## config.mk

```make
export PLATFORM = sky130hd
export DESIGN_NAME = trace_capture_ctrl
export DESIGN_NICKNAME = d
export VERILOG_FILES = /design/src/rtl/trace_ctrl_pkg.sv /design/src/rtl/trace_ctl_regs.sv /design/src/rtl/trace_ttag_cnt.sv /design/src/rtl/trace_acc_gate.sv /design/src/rtl/trace_capture_ctrl.sv
export SDC_FILE = /design/constraint.sdc
export NUM_CORES = 1
export LEC_CHECK = 0
export ABC_AREA = 0
export BUFFER_PORTS_ARGS = -buffer_cell sky130_fd_sc_hd__buf_4
export CAP_MARGIN = 5
export CORE_MARGIN = 8
export CORE_UTILIZATION = 39
export CTS_CLUSTER_SIZE = 10
export DETAILED_ROUTE_END_ITERATION = 10
export PLACE_DENSITY = 0.79
export SLEW_MARGIN = 10
export SYNTH_ARGS = -nofsm -noshare
export SYNTH_HDL_FRONTEND = slang
export SYNTH_SLANG_ARGS = --single-unit
```

## constraint.sdc

```tcl
create_clock -name clk_i -period 1.46 [get_ports clk_i]
set_input_delay 0.365 -clock clk_i [delete_from_list [all_inputs] [get_ports clk_i]]
set_output_delay 0.365 -clock clk_i [all_outputs]
set_load 0.02 [all_outputs]
```

## src/rtl/trace_ctrl_pkg.sv

```systemverilog
package trace_ctrl_pkg;
  localparam int CTL_W = 3;

  // bit 0 enable, bit 1 force, bit 2 timer-enable
  typedef struct packed {
    logic ten;
    logic frc;
    logic en;
  } ctl_t;
endpackage

```

## src/rtl/trace_ctl_regs.sv

```systemverilog
module trace_ctl_regs
  import trace_ctrl_pkg::*;
(
  input  logic clk_i,
  input  logic rst_ni,
  input  logic en_pin_i,
  input  logic brk_pin_i,
  input  logic bp_hit_i,
  input  logic we_i,
  input  ctl_t wdata_i,
  output ctl_t q_o
);
  logic init_q;
  ctl_t q;

  always_ff @(posedge clk_i or negedge rst_ni) begin
    if (!rst_ni) begin
      init_q <= 1'b1;
      q      <= '0;
    end else begin
      init_q <= 1'b0;
      // strap load on the first edge out of reset takes priority over software
      if (init_q)    q.en <= en_pin_i & ~brk_pin_i;
      else if (we_i) q.en <= wdata_i.en;
      if (bp_hit_i) begin
        q.frc <= 1'b0;
        q.ten <= 1'b0;
      end else if (we_i) begin
        q.frc <= wdata_i.frc;
        q.ten <= wdata_i.ten;
      end
    end
  end

  assign q_o = q;

  assert_bp_clears_R3: assert property (@(posedge clk_i) disable iff (!rst_ni)
    bp_hit_i |=> (!q.frc && !q.ten));

  assert_en_stable_R10: assert property (@(posedge clk_i) disable iff (!rst_ni)
    (!we_i && !init_q) |=> $stable(q.en));

  assert_write_takes_R4: assert property (@(posedge clk_i) disable iff (!rst_ni)
    (we_i && !bp_hit_i) |=> (q.frc == $past(wdata_i.frc) && q.ten == $past(wdata_i.ten)));
endmodule

```

## src/rtl/trace_ttag_cnt.sv

```systemverilog
module trace_ttag_cnt #(
  parameter int W = 32
) (
  input  logic         clk_i,
  input  logic         rst_ni,
  input  logic         run_i,
  output logic [W-1:0] cnt_o
);
  localparam logic [W-1:0] ONE = W'(1);
  logic [W-1:0] cnt_q;

  always_ff @(posedge clk_i or negedge rst_ni) begin
    if (!rst_ni)    cnt_q <= '0;
    else if (run_i) cnt_q <= cnt_q + ONE;
  end

  assign cnt_o = cnt_q;

  assert_frozen_R5: assert property (@(posedge clk_i) disable iff (!rst_ni)
    !run_i |=> $stable(cnt_q));

  assert_step_wrap_R6: assert property (@(posedge clk_i) disable iff (!rst_ni)
    (run_i && (&cnt_q)) |=> (cnt_q == '0));
endmodule

```

## src/rtl/trace_acc_gate.sv

```systemverilog
module trace_acc_gate #(
  parameter int DW = 32
) (
  input  logic          clk_i,
  input  logic          rst_ni,
  input  logic          busy_i,
  input  logic          req_i,
  input  logic          we_i,
  input  logic [DW-1:0] rdata_i,
  output logic          req_o,
  output logic          we_o,
  output logic          gnt_o,
  output logic [DW-1:0] rdata_o,
  output logic          err_o
);
  logic err_q;

  assign gnt_o   = req_i & ~busy_i;
  assign req_o   = gnt_o;
  assign we_o    = gnt_o & we_i;
  assign rdata_o = busy_i ? '0 : rdata_i;

  always_ff @(posedge clk_i or negedge rst_ni) begin
    if (!rst_ni) err_q <= 1'b0;
    else         err_q <= req_i & busy_i;
  end

  assign err_o = err_q;

  assert_blocked_R7: assert property (@(posedge clk_i) disable iff (!rst_ni)
    busy_i |-> (!req_o && !we_o && !gnt_o && rdata_o == '0));

  assert_err_pulse_R8: assert property (@(posedge clk_i) disable iff (!rst_ni)
    (req_i && busy_i) |=> err_o);

  assert_no_err_R9: assert property (@(posedge clk_i) disable iff (!rst_ni)
    !busy_i |=> !err_o);
endmodule

```

## src/rtl/trace_capture_ctrl.sv

```systemverilog
module trace_capture_ctrl
  import trace_ctrl_pkg::*;
#(
  parameter int TTAG_W = 32,
  parameter int DATA_W = 32
) (
  input  logic              clk_i,
  input  logic              rst_ni,
  input  logic              en_pin_i,
  input  logic              brk_pin_i,
  input  logic              dbg_mode_i,
  input  logic              bp_hit_i,
  input  logic              ctl_we_i,
  input  logic [CTL_W-1:0]  ctl_wdata_i,
  output logic [CTL_W-1:0]  ctl_rdata_o,
  output logic              trace_act_o,
  output logic [TTAG_W-1:0] ttag_o,
  input  logic              mem_req_i,
  input  logic              mem_we_i,
  input  logic [DATA_W-1:0] mem_rdata_i,
  output logic              mem_req_o,
  output logic              mem_we_o,
  output logic              mem_gnt_o,
  output logic [DATA_W-1:0] mem_rdata_o,
  output logic              mem_err_o
);
  ctl_t ctl;

  trace_ctl_regs u_regs (
    .clk_i     (clk_i),
    .rst_ni    (rst_ni),
    .en_pin_i  (en_pin_i),
    .brk_pin_i (brk_pin_i),
    .bp_hit_i  (bp_hit_i),
    .we_i      (ctl_we_i),
    .wdata_i   (ctl_t'(ctl_wdata_i)),
    .q_o       (ctl)
  );

  trace_ttag_cnt #(.W(TTAG_W)) u_ttag (
    .clk_i  (clk_i),
    .rst_ni (rst_ni),
    .run_i  (~dbg_mode_i | ctl.ten),
    .cnt_o  (ttag_o)
  );

  trace_acc_gate #(.DW(DATA_W)) u_gate (
    .clk_i   (clk_i),
    .rst_ni  (rst_ni),
    .busy_i  (ctl.en),
    .req_i   (mem_req_i),
    .we_i    (mem_we_i),
    .rdata_i (mem_rdata_i),
    .req_o   (mem_req_o),
    .we_o    (mem_we_o),
    .gnt_o   (mem_gnt_o),
    .rdata_o (mem_rdata_o),
    .err_o   (mem_err_o)
  );

  assign ctl_rdata_o = ctl;
  assign trace_act_o = ctl.en & (~dbg_mode_i | ctl.frc);

  assert_dbg_suspend_R2: assert property (@(posedge clk_i) disable iff (!rst_ni)
    (dbg_mode_i && !ctl_rdata_o[1]) |-> !trace_act_o);

  assert_act_needs_en_R2: assert property (@(posedge clk_i) disable iff (!rst_ni)
    trace_act_o |-> ctl_rdata_o[0]);
endmodule

```

**Word-level counts from Yosys, hierarchy flattened**

Index checks and enable logic that the tools add are counted.

- Bits in registers: 37
- Bits in latches: 0
- Bits in writable memories: 0
- Memory bits (read-only): 0
- Input port bits: 44
- Word-level logic and storage cells: 24
- Memories: 0

- Add/subtract/negate cells: 1
- Multipliers: 0
- Divide/modulo/power cells: 0
- Magnitude comparators: 0
- Eq/ne operators: 0
- Shifts and indexed selects: 0
- Muxes and demuxes: 5
- Bitwise operators: 10
- Reductions and logical operators: 2

Operators with widths:

| operator | number |
|---|---|
| $add 32x1->32 const B | 1 |
| $mux 32 | 1 |
| $and 1x1->1 | 5 |
| $mux 2 | 2 |
| $reduce_bool 2->1 | 2 |
| $not 1->1 | 3 |
| $mux 1 | 2 |
| $or 1x1->1 | 2 |

**Logic depth before layout (Yosys ltp)**

- Word-level depth: 3
- Gate-level depth with buffers: 6
- Gate-level depth less buffers: 5

**Hierarchy**

Synthesis repeated with hierarchy kept, for this count alone.

- Cells, all modules: 178
- Area, all modules: 1,891.8 µm²

Modules (own cells, without submodules):

| module | times used | cells each | area each (µm²) | seq. area each (µm²) |
|---|---|---|---|---|
| trace_ttag_cnt | 1 | 123 | 1,448.9 | 800.8 |
| trace_acc_gate | 1 | 40 | 272.8 | 25.0 |
| trace_ctl_regs | 1 | 12 | 152.6 | 101.3 |
| trace_capture_ctrl | 1 | 3 | 17.5 | 0.0 |

**Worst setup path before layout**

Ideal clock, no wire load.

- Path type: reg2out
- From: register u_regs.q (netlist bit u_regs.q_o[0])
- To: output trace_act_o
- Arrival: 1,277 ps
- Slack: -182 ps
- Cell stages (with the launch flop): 3
- Buffers on the path: 1
- Cell sequence: dfrtp_1 -> clkbuf_1 -> a21boi_0

- Longest elaborated chain between the ends: 1

RTL lines:

| element | RTL line | RTL |
|---|---|---|
| start, declared | trace_ctl_regs.sv:14 | `ctl_t q;` |
| $and 1x1->1 | trace_capture_ctrl.sv:62 | `assign trace_act_o = ctl.en & (~dbg_mode_i \| ctl.frc);` |
| end, declared | trace_capture_ctrl.sv:16 | `output logic trace_act_o,` |

Every way passes these cells.

**Final worst setup path**

- From: register u_regs.q (netlist bit u_regs.q_o[0])
- To: output mem_rdata_o[29]

- Longest elaborated chain between the ends: 1

RTL lines:

| element | RTL line | RTL |
|---|---|---|
| $mux 32 | trace_acc_gate.sv:21 | `assign rdata_o = busy_i ? '0 : rdata_i;` |
| end, declared | trace_capture_ctrl.sv:24 | `output logic [DATA_W-1:0] mem_rdata_o,` |

Every way passes these cells.

==> flow_results.xml <==
<?xml version="1.0" encoding="UTF-8"?>
<metrics>
  <group name="run_status">
    <metric name="status" unit="">finished with violations</metric>
    <metric name="violations" unit="">negative setup slack</metric>
  </group>
  <group name="power_and_ir_drop">
    <metric name="power_leakage" unit="uW">0.00181</metric>
    <metric name="vdd.ir_drop.worst" unit="mV">0.680</metric>
    <metric name="power_per_cell_area" unit="nW/um2">1010</metric>
  </group>
  <group name="grt">
    <metric name="antenna_found_initial" unit="">0</metric>
    <metric name="global_route.usage.total" unit="%">16.9</metric>
    <metric name="first_global_vias" unit="">1939</metric>
    <metric name="grt_start_max_net_pins" unit="">38</metric>
    <metric name="grt_remaining_overflow" unit="">0</metric>
    <metric name="global_route_wire_length_before_repair" unit="um">9980</metric>
  </group>
  <group name="worst_setup_path">
    <metric name="kind_of_launch_point_of_the_worst_setup_path" unit="">flip-flop</metric>
    <metric name="path_class" unit="">reg -&gt; out</metric>
    <metric name="worstPathMaxFanout" unit="">14</metric>
    <metric name="slowest_stage_delay_cp" unit="ns">0.46</metric>
    <metric name="timing.reg2reg.setup_slack" unit="ns">-0.04</metric>
    <metric name="crit_chain" unit="">buf_6 -&gt; nor2b_1 -&gt; buf_4</metric>
    <metric name="worst-endpoint-arrival" unit="ns">1.19</metric>
    <metric name="critical_path_required" unit="ns">1.10</metric>
    <metric name="critical_path.slowest_cell" unit="">sky130_fd_sc_hd__dfrtp_2</metric>
    <metric name="cp-end-kind" unit="">primary output</metric>
  </group>
  <group name="synthesis">
    <metric name="synthTopCellsByArea" unit="">sky130_fd_sc_hd__dfrtp_1, sky130_fd_sc_hd__nor2b_1, sky130_fd_sc_hd__xnor2_1</metric>
    <metric name="cell_with_the_most_instances_after_synthesis" unit="">sky130_fd_sc_hd__dfrtp_1</metric>
    <metric name="synth_async_sr_flop_share" unit="%">100</metric>
    <metric name="synth_top_area_share" unit="%">45.7</metric>
    <metric name="synth_cells" unit="">185</metric>
    <metric name="seq_area_frac_synth" unit="%">47.1</metric>
    <metric name="syn_area" unit="um2">1970</metric>
    <metric name="postSynthRegisterBits" unit="">37</metric>
    <metric name="ys_types" unit="">34</metric>
    <metric name="ys.warnings.count" unit="">0</metric>
    <metric name="number_of_flops_mapped_to_enable_cells_by_yosys" unit="">0</metric>
    <metric name="synth_area_per_cell" unit="um2">10.6</metric>
    <metric name="synth.net_count" unit="">230</metric>
    <metric name="synth_common_cells" unit="">sky130_fd_sc_hd__dfrtp_1, sky130_fd_sc_hd__nor2b_1, sky130_fd_sc_hd__xnor2_1</metric>
    <metric name="dominant_register_cell_in_the_synthesized_netlist" unit="">sky130_fd_sc_hd__dfrtp_1</metric>
    <metric name="netlist.top_cell.by_area" unit="">sky130_fd_sc_hd__dfrtp_1</metric>
  </group>
  <group name="floorplan">
    <metric name="die-area" unit="um2">7580</metric>
    <metric name="die_height" unit="um">87.1</metric>
    <metric name="floorplan.io_pins" unit="">116</metric>
    <metric name="num_rows" unit="">26</metric>
    <metric name="core" unit="um2">4980</metric>
    <metric name="effective_utilization_at_floorplan" unit="%">39.6</metric>
    <metric name="dieWidth" unit="um">87.1</metric>
  </group>
  <group name="layout">
    <metric name="diodes" unit="">0</metric>
    <metric name="final_layout_size_suffix_gt1_share" unit="%">62.9</metric>
    <metric name="final_net_count" unit="">389</metric>
    <metric name="final_area" unit="um2">3510</metric>
    <metric name="area_growth" unit="%">78.1</metric>
  </group>
  <group name="timing">
    <metric name="setup_repair_after_global_routing_missed_its_margin" unit="">yes</metric>
    <metric name="period_utilization_post_route" unit="%">107</metric>
    <metric name="timing.clock.skew" unit="ns">0.00964</metric>
    <metric name="period_needed" unit="ns">1.56</metric>
    <metric name="final.setup.worst_slack" unit="ns">-0.0963</metric>
    <metric name="setup_violations" unit="">38</metric>
    <metric name="drv_slew" unit="">0</metric>
    <metric name="max_freq" unit="MHz">643</metric>
    <metric name="hold_viol_final" unit="">0</metric>
  </group>
  <group name="clock_network">
    <metric name="h_tree_depth" unit="">2</metric>
    <metric name="cts_tree" unit="">yes</metric>
    <metric name="number_of_buffers_created_by_cts" unit="">5</metric>
    <metric name="clock_tree.buffer_depth" unit="">2</metric>
    <metric name="root_buffer" unit="">sky130_fd_sc_hd__clkbuf_8</metric>
    <metric name="insertion_delay_to_the_later_sink_of_the_worst_skew_pair" unit="ns">0.29</metric>
    <metric name="worst_setup_hold_path_clk_slew" unit="ns">0.08</metric>
    <metric name="postCtsHoldBufs" unit="">0</metric>
    <metric name="cts_num_sinks" unit="">37</metric>
  </group>
  <group name="route">
    <metric name="detail_route.vias_per_cell" unit="">4.71</metric>
    <metric name="detail_route.wirelength" unit="um">6510</metric>
    <metric name="drt-pass1-iter-count" unit="">4</metric>
    <metric name="via_count" unit="">1955</metric>
    <metric name="drt_iter0_drc" unit="">68</metric>
    <metric name="drc" unit="">0</metric>
    <metric name="final_antenna_net_count" unit="">0</metric>
    <metric name="wl_per_cell" unit="um">15.7</metric>
  </group>
  <group name="placed_design">
    <metric name="dpl_cell_area" unit="um2">3150</metric>
    <metric name="dp_slack" unit="ns">-0.0621</metric>
    <metric name="port_buffers" unit="">115</metric>
    <metric name="place.gp.congestion" unit="">0.781</metric>
    <metric name="dpl.hpwl" unit="um">5010</metric>
  </group>
  <group name="flow_run">
    <metric name="drv_cap" unit="">0</metric>
  </group>
  <group name="worst_hold_path">
    <metric name="holdCritPathClass" unit="">in -&gt; async</metric>
  </group>
</metrics>
cells in the final DEF, fill, tap and decap left out, types with 2 or more instances in the layout:
master | synthesis | routed
sky130_fd_sc_hd__nor2b_1 | 33 | 28
sky130_fd_sc_hd__nand4_1 | 9 | 9
sky130_fd_sc_hd__and2_4 | 0 | 2
sky130_fd_sc_hd__mux2i_1 | 3 | 3
sky130_fd_sc_hd__nand3_2 | 2 | 4
sky130_fd_sc_hd__buf_6 | 1 | 14
sky130_fd_sc_hd__nand3_1 | 9 | 7
sky130_fd_sc_hd__dfrtp_1 | 36 | 18
sky130_fd_sc_hd__xnor2_1 | 20 | 20
sky130_fd_sc_hd__nand2_1 | 13 | 12
sky130_fd_sc_hd__bufinv_16 | 0 | 2
sky130_fd_sc_hd__and2_1 | 4 | 2
sky130_fd_sc_hd__xor2_1 | 11 | 11
sky130_fd_sc_hd__nor3_4 | 0 | 2
sky130_fd_sc_hd__nor2_1 | 6 | 5
sky130_fd_sc_hd__nor3_1 | 3 | 2
sky130_fd_sc_hd__dfrtp_2 | 0 | 18
sky130_fd_sc_hd__buf_4 | 3 | 145
sky130_fd_sc_hd__inv_1 | 2 | 2
sky130_fd_sc_hd__nor2_4 | 1 | 2
sky130_fd_sc_hd__clkbuf_8 | 0 | 5
sky130_fd_sc_hd__and4_4 | 2 | 2
sky130_fd_sc_hd__and3_1 | 5 | 4
sky130_fd_sc_hd__nor2_2 | 2 | 2
sky130_fd_sc_hd__nor2b_2 | 0 | 4
sky130_fd_sc_hd__and4_1 | 3 | 3
metal layers:
layer	global-route usage [%]	vias to the layer above	part of all wire [%]
met5	0	-	0
met4	7.36	0	2.2
met3	5.09	8	8.1
met2	30.0	81	51
met1	18.0	929	38
li1	-	937	-
registers in the layout (all words and copies together), names as in the netlist:
name           count
u_ttag.cnt_o      32
u_gate.err_o       1
u_regs.init_q      1
u_regs.q_o         3
kinds of logic (layout without fill, tap and decap cells):
| kind of cell | count (synthesis) | count (layout) | share of synthesized area [%] |
|---|---|---|---|
| simple gates | 100 | 100 | 32.8 |
| flops | 37 | 37 | 47.1 |
| xor+xnor | 31 | 31 | 13.8 |
| buf+inv | 9 | 169 | 2.67 |
| mux | 4 | 4 | 2.10 |
| compound gates | 2 | 2 | 0.699 |
| fa+ha+maj | 1 | 1 | 0.635 |
| other cells | 1 | 1 | 0.190 |
repair_timing:
item                       4_1_cts  5_1_grt
gates cloned                     1        0
setup buffers                    5        7
resized for setup               13       21
pin swaps                        7       11
setup endpoints to repair       43       53
critical path, delay by kind of cell (launching register included):
family / cells / cell delay (ns)
buf+inv: 2 / 0.32
simple gates: 1 / 0.12
flops: 1 / 0.46
area by class of cell:
class	count	area [um2]
tap	70	87.6
sequential	37	950
fill	380	1470
clock buffer	5	68.8
multi-input combinational	139	1080
clock inverter	3	65.1
timing repair buffer	159	1250
inverter	2	7.51
path summary, 6_finish.rpt:
check                                      start               end  cells after the start
worst min-delay path                      rst_ni  u_ttag.cnt_o[26]                      1
worst min register to register  u_ttag.cnt_o[31]  u_ttag.cnt_o[31]                      1
min in group clk_i                      bp_hit_i     u_regs.q_o[1]                      2
worst max register to register   u_ttag.cnt_o[8]  u_ttag.cnt_o[30]                      5
worst max-delay path               u_regs.q_o[0]   mem_rdata_o[29]                      3
max in group asynchronous                 rst_ni     u_regs.init_q                      1
where the power goes:
part           internal, uW  total [uW]  switching, uW  leakage, uW
clock network           679        1050            374    0.0000681
logic                   642        1230            590      0.00127
registers              1150        1270            126     0.000471
total                  2470        3560           1090      0.00181
stage by stage:
step           utilization, %  cells  power (uW)  setup TNS [ns]  hold WS [ns]
3_3_place_gp             63.2    394        2360               0         0.349
4_1_cts                  67.7    408        3520           -3.25        0.0314
2_1_floorplan               -    185        1810         -0.0869        0.0694
5_1_grt                  70.5    415        3740           -4.90        0.0403
3_5_place_dp             63.2    394        2390          -0.190         0.355
6_report                 70.5    415        3560           -2.77        0.0111
Note: power is estimated with default switching activity, not from simulation.
